[src/rtl/deq_pkg.sv]
package deq_pkg;
  localparam int QW    = 16;
  localparam int QF    = 8;
  localparam int NSTEP = 6;
  localparam int SW    = $clog2(NSTEP);

  typedef logic signed [QW-1:0] q_t;
  typedef enum logic [1:0] {ALU_ADD, ALU_SUB, ALU_LT} alu_op_e;

  localparam q_t Q_THREE = q_t'(3 <<< QF);

  // Q-format product, truncated toward minus infinity
  function automatic q_t q_mul(q_t a, q_t b);
    logic signed [2*QW-1:0] p;
    p = a * b;
    return p[QF+QW-1:QF];
  endfunction

  function automatic q_t q_alu(alu_op_e op, q_t a, q_t b);
    case (op)
      ALU_ADD: return a + b;
      ALU_SUB: return a - b;
      default: return {{(QW-1){1'b0}}, (a < b)};
    endcase
  endfunction
endpackage

[src/rtl/deq_mul.sv]
module deq_mul
  import deq_pkg::*;
(
  input  q_t a_i,
  input  q_t b_i,
  output q_t p_o
);
  assign p_o = q_mul(a_i, b_i);
endmodule

[src/rtl/deq_alu.sv]
module deq_alu
  import deq_pkg::*;
(
  input  alu_op_e op_i,
  input  q_t      a_i,
  input  q_t      b_i,
  output q_t      r_o
);
  assign r_o = q_alu(op_i, a_i, b_i);
endmodule

[src/rtl/deq_ctrl.sv]
module deq_ctrl
  import deq_pkg::*;
#(
  parameter int STEPS = NSTEP
) (
  input  logic          clk_i,
  input  logic          rst_ni,
  input  logic          start_i,
  input  logic          cont_i,
  output logic [SW-1:0] step_o,
  output logic          busy_o,
  output logic          load_o,
  output logic          commit_o,
  output logic          done_o
);
  logic          run_q;
  logic          done_q;
  logic [SW-1:0] step_q;
  logic          last_w;

  assign last_w   = run_q && (step_q == SW'(STEPS - 1));
  assign load_o   = start_i && !run_q;
  assign commit_o = last_w;
  assign busy_o   = run_q;
  assign step_o   = step_q;
  assign done_o   = done_q;

  always_ff @(posedge clk_i) begin
    if (!rst_ni) begin
      run_q  <= 1'b0;
      step_q <= '0;
      done_q <= 1'b0;
    end else begin
      done_q <= last_w && !cont_i;
      if (load_o) begin
        run_q  <= 1'b1;
        step_q <= '0;
      end else if (run_q) begin
        if (last_w) begin
          step_q <= '0;
          run_q  <= cont_i;
        end else begin
          step_q <= step_q + SW'(1);
        end
      end
    end
  end
endmodule

[src/rtl/deq_solver.sv]
module deq_solver
  import deq_pkg::*;
(
  input  logic                 clk_i,
  input  logic                 rst_ni,
  input  logic                 start_i,
  input  logic signed [QW-1:0] x_i,
  input  logic signed [QW-1:0] y_i,
  input  logic signed [QW-1:0] u_i,
  input  logic signed [QW-1:0] dx_i,
  input  logic signed [QW-1:0] a_i,
  output logic                 busy_o,
  output logic                 done_o,
  output logic signed [QW-1:0] y_o
);
  // architectural state
  q_t x_q, y_q, u_q, dx_q, a_q;
  // intermediate results
  q_t ma_q, mb_q, x1_q, y1_q, d_q;
  logic c_q;

  // named internal events
  logic          load_w;
  logic          commit_w;
  logic [SW-1:0] step_w;

  q_t      mul_a, mul_b, mul_p;
  alu_op_e alu_op;
  q_t      alu_a, alu_b, alu_r;

  deq_ctrl #(.STEPS(NSTEP)) u_ctrl (
    .clk_i    (clk_i),
    .rst_ni   (rst_ni),
    .start_i  (start_i),
    .cont_i   (c_q),
    .step_o   (step_w),
    .busy_o   (busy_o),
    .load_o   (load_w),
    .commit_o (commit_w),
    .done_o   (done_o)
  );

  deq_mul u_mul (.a_i(mul_a), .b_i(mul_b), .p_o(mul_p));
  deq_alu u_alu (.op_i(alu_op), .a_i(alu_a), .b_i(alu_b), .r_o(alu_r));

  // schedule: operand selection per step
  always_comb begin
    mul_a  = Q_THREE;
    mul_b  = x_q;
    alu_op = ALU_ADD;
    alu_a  = x_q;
    alu_b  = dx_q;
    case (step_w)
      SW'(1): begin
        mul_a = u_q;   mul_b = dx_q;
        alu_op = ALU_LT; alu_a = x1_q; alu_b = a_q;
      end
      SW'(2): begin
        mul_a = ma_q;  mul_b = mb_q;
        alu_a = y_q;   alu_b = mb_q;
      end
      SW'(3): begin
        mul_b = y_q;
        alu_op = ALU_SUB; alu_a = u_q; alu_b = ma_q;
      end
      SW'(4): begin
        mul_a = ma_q;  mul_b = dx_q;
      end
      SW'(5): begin
        alu_op = ALU_SUB; alu_a = d_q; alu_b = ma_q;
      end
      default: ;
    endcase
  end

  always_ff @(posedge clk_i) begin
    if (!rst_ni) begin
      x_q <= '0; y_q <= '0; u_q <= '0; dx_q <= '0; a_q <= '0;
      ma_q <= '0; mb_q <= '0; x1_q <= '0; y1_q <= '0; d_q <= '0;
      c_q <= 1'b0;
    end else if (load_w) begin
      x_q  <= x_i;
      y_q  <= y_i;
      u_q  <= u_i;
      dx_q <= dx_i;
      a_q  <= a_i;
    end else if (busy_o) begin
      case (step_w)
        SW'(0): begin ma_q <= mul_p; x1_q <= alu_r; end
        SW'(1): begin mb_q <= mul_p; c_q  <= alu_r[0]; end
        SW'(2): begin ma_q <= mul_p; y1_q <= alu_r; end
        SW'(3): begin ma_q <= mul_p; d_q  <= alu_r; end
        SW'(4): begin ma_q <= mul_p; end
        default: begin
          x_q <= x1_q;
          y_q <= y1_q;
          u_q <= alu_r;
        end
      endcase
    end
  end

  assign y_o = y_q;
endmodule

[config.mk]
export PLATFORM = sky130hd
export DESIGN_NAME = deq_solver
export DESIGN_NICKNAME = d
export VERILOG_FILES = /design/src/rtl/deq_pkg.sv /design/src/rtl/deq_mul.sv /design/src/rtl/deq_alu.sv /design/src/rtl/deq_ctrl.sv /design/src/rtl/deq_solver.sv
export SDC_FILE = /design/constraint.sdc
export NUM_CORES = 1
export LEC_CHECK = 0
export ABC_AREA = 1
export CAP_MARGIN = 20
export CORE_AREA = 3 3 238 240
export DETAILED_ROUTE_END_ITERATION = 16
export DIE_AREA = 0 0 241 243
export GPL_TIMING_DRIVEN = 0
export PLACE_DENSITY = 0.52
export RECOVER_POWER = 25
export SLEW_MARGIN = 40
export SYNTH_ARGS = -nofsm -noshare
export SYNTH_HDL_FRONTEND = slang
export SYNTH_HIERARCHICAL = 1
export SYNTH_SLANG_ARGS = --single-unit
[constraint.sdc]
create_clock -name clk_i -period 6.07 [get_ports clk_i]
set_input_delay 0.607 -clock clk_i [delete_from_list [all_inputs] [get_ports clk_i]]
set_output_delay 0.607 -clock clk_i [all_outputs]
set_load 0.005 [all_outputs]
# Yosys cells after proc, flatten, opt, wreduce, memory -nomap -nowiden
# Index checks and enable logic that the tools add are counted.
# Widths: inputs -> output; s select.
[word_totals] ff_bits=166 out_inout_bits=18 word_cells=67
[op_classes] add_sub_neg=3 multipliers=1 n_lt_le_gt_ge=1 n_eq_ne=7 n_mux=19 bitwise=2 n_reduce_logical=20
[op_table] cell="$mux 16" count=9
[op_table] cell="$pmux 16 s3" count=2
[op_table] cell="$pmux 16 s2" count=2
[op_table] cell="$pmux 16 s4" count=1
[op_table] cell="$mul 16x16->24" count=1
[op_table] cell="$add 16x16->16" count=1
[op_table] cell="$lt 16x16->1" count=1
[op_table] cell="$sub 16x16->16" count=1
[op_table] cell="$reduce_and 3->1" count=5
[op_table] cell="$reduce_or 2->1" count=4
[op_table] cell="$eq 3x2->1 const B" count=2
[op_table] cell="$eq 3x3->1 const B" count=2
[op_table] cell="$reduce_or 5->1" count=1
[op_table] cell="$pmux 2 s2" count=1
[op_table] cell="$reduce_or 4->1" count=1
[op_table] cell="$add 3x1->3 const B" count=1
[op_table] cell="$eq 3x1->1 const B" count=1
[op_table] cell="$logic_and 1x1->1" count=3
[op_table] cell="$logic_not 3->1" count=1
[op_table] cell="$mux 1" count=3
[op_table] cell="$mux 3" count=1
[op_table] cell="$eq 2x1->1 const B" count=1
[op_table] cell="$logic_not 1->1" count=2
[op_table] cell="$logic_not 2->1" count=1
[op_table] cell="4 further kinds" count=5

# Logic depth before layout (Yosys ltp)
[logic_depth] word_depth=8 depth_mapped=40

# Cells and area by module
# Netlist, hierarchy kept.
[modules_own_cells] mod="deq_solver" instances=1 cells_each=1393 area_per_inst_um2=8518.2
[modules_own_cells] mod="deq_mul" instances=1 cells_each=1115 area_per_inst_um2=8130.3
[modules_own_cells] mod="deq_alu" instances=1 cells_each=430 area_per_inst_um2=2189.6
[modules_own_cells] mod="deq_ctrl" instances=1 cells_each=29 area_per_inst_um2=234.0

# Worst setup path before layout
# OpenSTA, ideal clock, no wires.
[synth_path] kind="register -> register" start="register u_ctrl.step_q[1], in the netlist u_ctrl/step_o[1]" end="register ma_q[14]" arrival_time_ns=6.259 required_ns=6.006 slack_ns=-0.253 stages_incl_launch_ff=34 synth_period_minus_slack_ns=6.323 cell_sequence="dfxtp_1 > buf_4 > inv_2 > nand2_1 > buf_4 > nand2_1 > nand2_2 > buf_4 > nand3_1 > nand3_1 > buf_2 > clkbuf_1 > nand2_1 > fa_1 > inv_1 > fa_1 > fa_1 > fa_1 > fa_1 > inv_1 > fa_1 > inv_1 > ha_1 > nand2_2 > nor2_2 > inv_1 > nor4_2 > nand3_1 > nand3_1 > xor2_1 > inv_1 > nand3_1 > nand2_1 > nor2_1"
[synth_via] elab_chain_cells=4 elab_cells_between_ends=12 classes_between="mul: 1; eq/ne: 4; mux: 2; reduce/logical: 5"
[synth_rtl] item="start, declared" line_no="deq_ctrl.sv:18" text="logic [SW-1:0] step_q;"
[synth_rtl] item="start signal, assigned" line_no="deq_ctrl.sv:43" text="step_q <= step_q + SW'(1);"
[synth_rtl] item="$eq 3x1->1 / $eq 3x3->1 (equally long branches)" line_no="deq_solver.sv:53" text="case (step_w)"
[synth_rtl] item="$reduce_or 2->1 (no source line)"
[synth_rtl] item="$pmux 16 s3 *" line_no="deq_solver.sv:53"
[synth_rtl] item="named net mul_b[7]" line_no="deq_solver.sv:27" text="q_t mul_a, mul_b, mul_p;"
[synth_rtl] item="$mul 16x16->24 *" line_no="deq_pkg.sv:15" text="p = a * b;"
[synth_rtl] item="named net mul_p[14]" line_no="deq_solver.sv:27"
[synth_rtl] item="end signal, assigned" line_no="deq_solver.sv:89" text="SW'(0): begin ma_q <= mul_p; x1_q <= alu_r; end"
[synth_rtl] item="end signal, assigned" line_no="deq_solver.sv:91" text="SW'(2): begin ma_q <= mul_p; y1_q <= alu_r; end"
[synth_rtl] item="end signal, assigned" line_no="deq_solver.sv:92" text="SW'(3): begin ma_q <= mul_p; d_q <= alu_r; end"
[synth_rtl] item="end, declared" line_no="deq_solver.sv:19" text="q_t ma_q, mb_q, x1_q, y1_q, d_q;"
# The timed path passes the listed nets; every way through them passes the cells marked *.
# A chain may end at the register's enable or synchronous reset.

# Worst setup path in the final report
[layout_path] start="register u_ctrl.step_q[0], in the netlist u_ctrl/step_o[0]" end="register mb_q[15]"
[layout_via] elab_chain_cells=4 elab_cells_between_ends=10 classes_between="mul: 1; eq/ne: 4; mux: 2; reduce/logical: 3"
[layout_rtl] item="$eq 3x1->1 / $eq 3x3->1 (equally long branches)" line_no="deq_solver.sv:53"
[layout_rtl] item="$reduce_or 2->1 (no source line)"
[layout_rtl] item="$pmux 16 s3 *" line_no="deq_solver.sv:53"
[layout_rtl] item="named net mul_b[10]" line_no="deq_solver.sv:27"
[layout_rtl] item="$mul 16x16->24 *" line_no="deq_pkg.sv:15"
[layout_rtl] item="named net mul_p[15]" line_no="deq_solver.sv:27"
[layout_rtl] item="end signal, assigned" line_no="deq_solver.sv:90" text="SW'(1): begin mb_q <= mul_p; c_q <= alu_r[0]; end"
[layout_rtl] item="end, declared" line_no="deq_solver.sv:19"
# Marked as above.

==> run summary <==
The number of antenna violations at the first check in global routing is 0. In the global route stage, overall resource usage came out at around 27%. Summed over all failing endpoints, the final setup total negative slack is -7.64 ns. The floorplan row count is 86. The final antenna-violating net count is 0. The cell area after layout came out at between 20,000 and 30,000 sq um. Setup repair after global routing could not meet its margin everywhere. Entering global routing, the biggest net connects 20 pins. STA classifies the critical path startpoint as a flip-flop.

The checks that failed: setup timing. After floorplanning, the core was sized to cover ~55,000 sq um. The post-route clock period utilization is 108%. The via count of the first global-routing pass came to around 20k. The number of iterations in the first detailed-routing pass is 5. The number of violations reported at the end of detailed-routing iteration 0 came out at 1,588. The post-synthesis area per instance came out at ~6.4 sq um. The maximum buffer depth of the clock tree came out at 2. The post-synthesis net count came out at ~3.3k. After legalization and detailed placement, the total HPWL measured roughly 64 mm. The upper clock frequency limit came out at ~0.15 GHz. Dividing the detail-routed via count by the number of cells gives 5.03.

The overall die width came out at between 200 and 250 microns. Across the run, the number of max-cap violations was 0. The count of final max-slew check failures is 0. The critical path data required time is 6.44 ns.

For the final database, setup skew stands at about 0.018 ns. The number of top-level pins came out at 101. The total via count in the routed design came out at ~20k. The cell sitting at the root of the clock tree is a clkbuf_16.

The flow ran to the end, but the final reports show violations. The final-report setup violation count came out at 25. The power per cell area came out at 153 nW/um^2. The die boundary height is ~240 microns. CTS built an H-tree with a depth of 4.

The number of input and output port buffers inserted is 100. The dominant cell type by count on the critical path is fa_1. In the post-route analysis, the smallest setup slack over all paths is -0.502 ns. The count of warnings emitted by yosys came out at 6.

Prior to clock tree synthesis, the placed netlist has a worst setup slack of -1.56 ns. The routability-driven placement congestion ratio came out at between 0.9 and 1. The share of cells above drive strength 1 is between 10% and 20%. Clock-pin slew was measured on the worst setup and hold paths at about 0.08 ns. The total standard cell area after synthesis came out at about 19,000 sq um. The number of clock sinks seen by CTS came out at approximately 170. The number of placed instances, taps included, is 3,770.

The end-of-flow core utilization came out at between 40% and 50%. 0 antenna diodes ended up in the layout. The total congestion overflow after global routing came out at 0. The routed wire length is about 80 mm. For this run, the post-layout net count is between 3k and 4k. At the later pin of the worst-skew pair, clock insertion delay measures between 0.4 and 0.5 ns. The library cells used most frequently in the layout, excluding fill and tap cells, are nand2_1, inv_1, nor2_1, nand3_1, fa_1. The number of instances in the synthesized netlist is just under 3k. At the pin with the least slew margin, the transition time is 0.834 ns. The placed standard-cell area is approximately 21,000 sq um. The minimum clock period after layout came out at about 6.6 ns. The initial cell density of the core is a little over a third. The arrival time of data at the critical path endpoint came out at roughly 7 ns. In this run the worst path has a maximum fanout of 7. The first global-routing pass estimated 119 mm of wire. The number of failing hold endpoints at the final stage is 0.

The area growth from synthesis to final layout came out at 31.3%. STA classifies the critical path endpoint as a flip-flop. The tightest min-delay check is of the flip-flop to flip-flop type. The class of the most critical setup path is flip-flop to flip-flop. The largest stage delay on the critical path came out at 0.56 ns.

After detailed routing, the number of remaining DRC violations is 0. The static power due to leakage came out at around 0.013 uW. The maximum vdd ir drop is ~0.16 mV. The slowest stage of the critical path is the fa_2 cell. The most frequent standard cell in the layout excluding fill and tap cells is nand2_1.

The filler-free cell count of the finished design came out at just under 4k. The die covers around 60,000 sq um. The clock buffer count from CTS is 17.

Dividing the detail-routed wire length by the instance count gives ~20 microns. The headroom to the max-slew limit came out at ~44%. TritonCTS built the clock tree.
==> worst paths after layout <==
| check | start | endpoint | slack (ns) | depth (start not counted) |
|---|---|---|---|---|
| hold / removal | y1_q[2]$_SDFFE_PN0P_ | y1_q[2]$_SDFFE_PN0P_ | 0.49 | 2 |
| setup / recovery | u_ctrl/step_o[0]$_SDFFE_PP0P_ | mb_q[15]$_SDFFE_PN0P_ | -0.50 | 32 |
| hold reg to reg | y1_q[2]$_SDFFE_PN0P_ | y1_q[2]$_SDFFE_PN0P_ | 0.49 | 2 |
| setup reg to reg | u_ctrl/step_o[0]$_SDFFE_PP0P_ | mb_q[15]$_SDFFE_PN0P_ | -0.50 | 32 |
==> where the power goes <==
group | switching (uW) | internal (uW)
sequential | 81.1 | 1140
combinational | 922 | 552
clock | 581 | 558
==> routing by layer <==
metal	share of wire, %	routed length (microns)	track usage, %
met4	6.9	5490	14.9
met2	49	39300	47.2
met1	39	31200	32.4
met3	5.1	4040	3.00
met5	0	0	0
==> layout make-up <==
cell class / instances / area (sq um)
fill: 5617 / 29800
multi-input combinational: 2110 / 14700
sequential: 166 / 3330
timing repair buffer: 229 / 2220
inverter: 537 / 2050
buffer: 145 / 1300
tap: 704 / 881
clock buffer: 17 / 425
clock inverter: 15 / 178
==> timing repair <==
action                                  CTS  global route
endpoints found under the setup margin   32            30
pin swaps                               116           139
gates cloned                              5             2
setup buffers                            82            41
gates resized for setup                 411           167
hold buffers                              0             0
==> worst max-delay path, delay by kind of cell (launching register included) <==
kind | cells | cell delay (ns)
AO/OA/AOI/OAI | 3 | 0.54
adder cells (fa/ha/maj) | 7 | 3.41
AND/OR/NAND/NOR | 11 | 0.92
buffers and inverters | 11 | 1.14
flip-flops | 1 | 0.46
==> metrics by stage <==
step / power, uW / hold slack [ns]
after CTS: 3760 / 0.491
after global placement: 2410 / 0.468
after floorplan: 1920 / 0.422
after detailed placement: 2410 / 0.478
after global routing: 4020 / 0.510
final: 3840 / 0.487
==> sequential cells by signal, indices dropped and copies added (netlist names) <==
register	count
a_q	16
c_q	1
d_q	16
dx_q	16
ma_q	16
mb_q	16
u_ctrl/busy_o	1
u_ctrl/done_o	1
u_ctrl/step_o	3
u_q	16
x1_q	16
x_q	16
y1_q	16
y_o	16
Power figures use the tool's default switching activity.
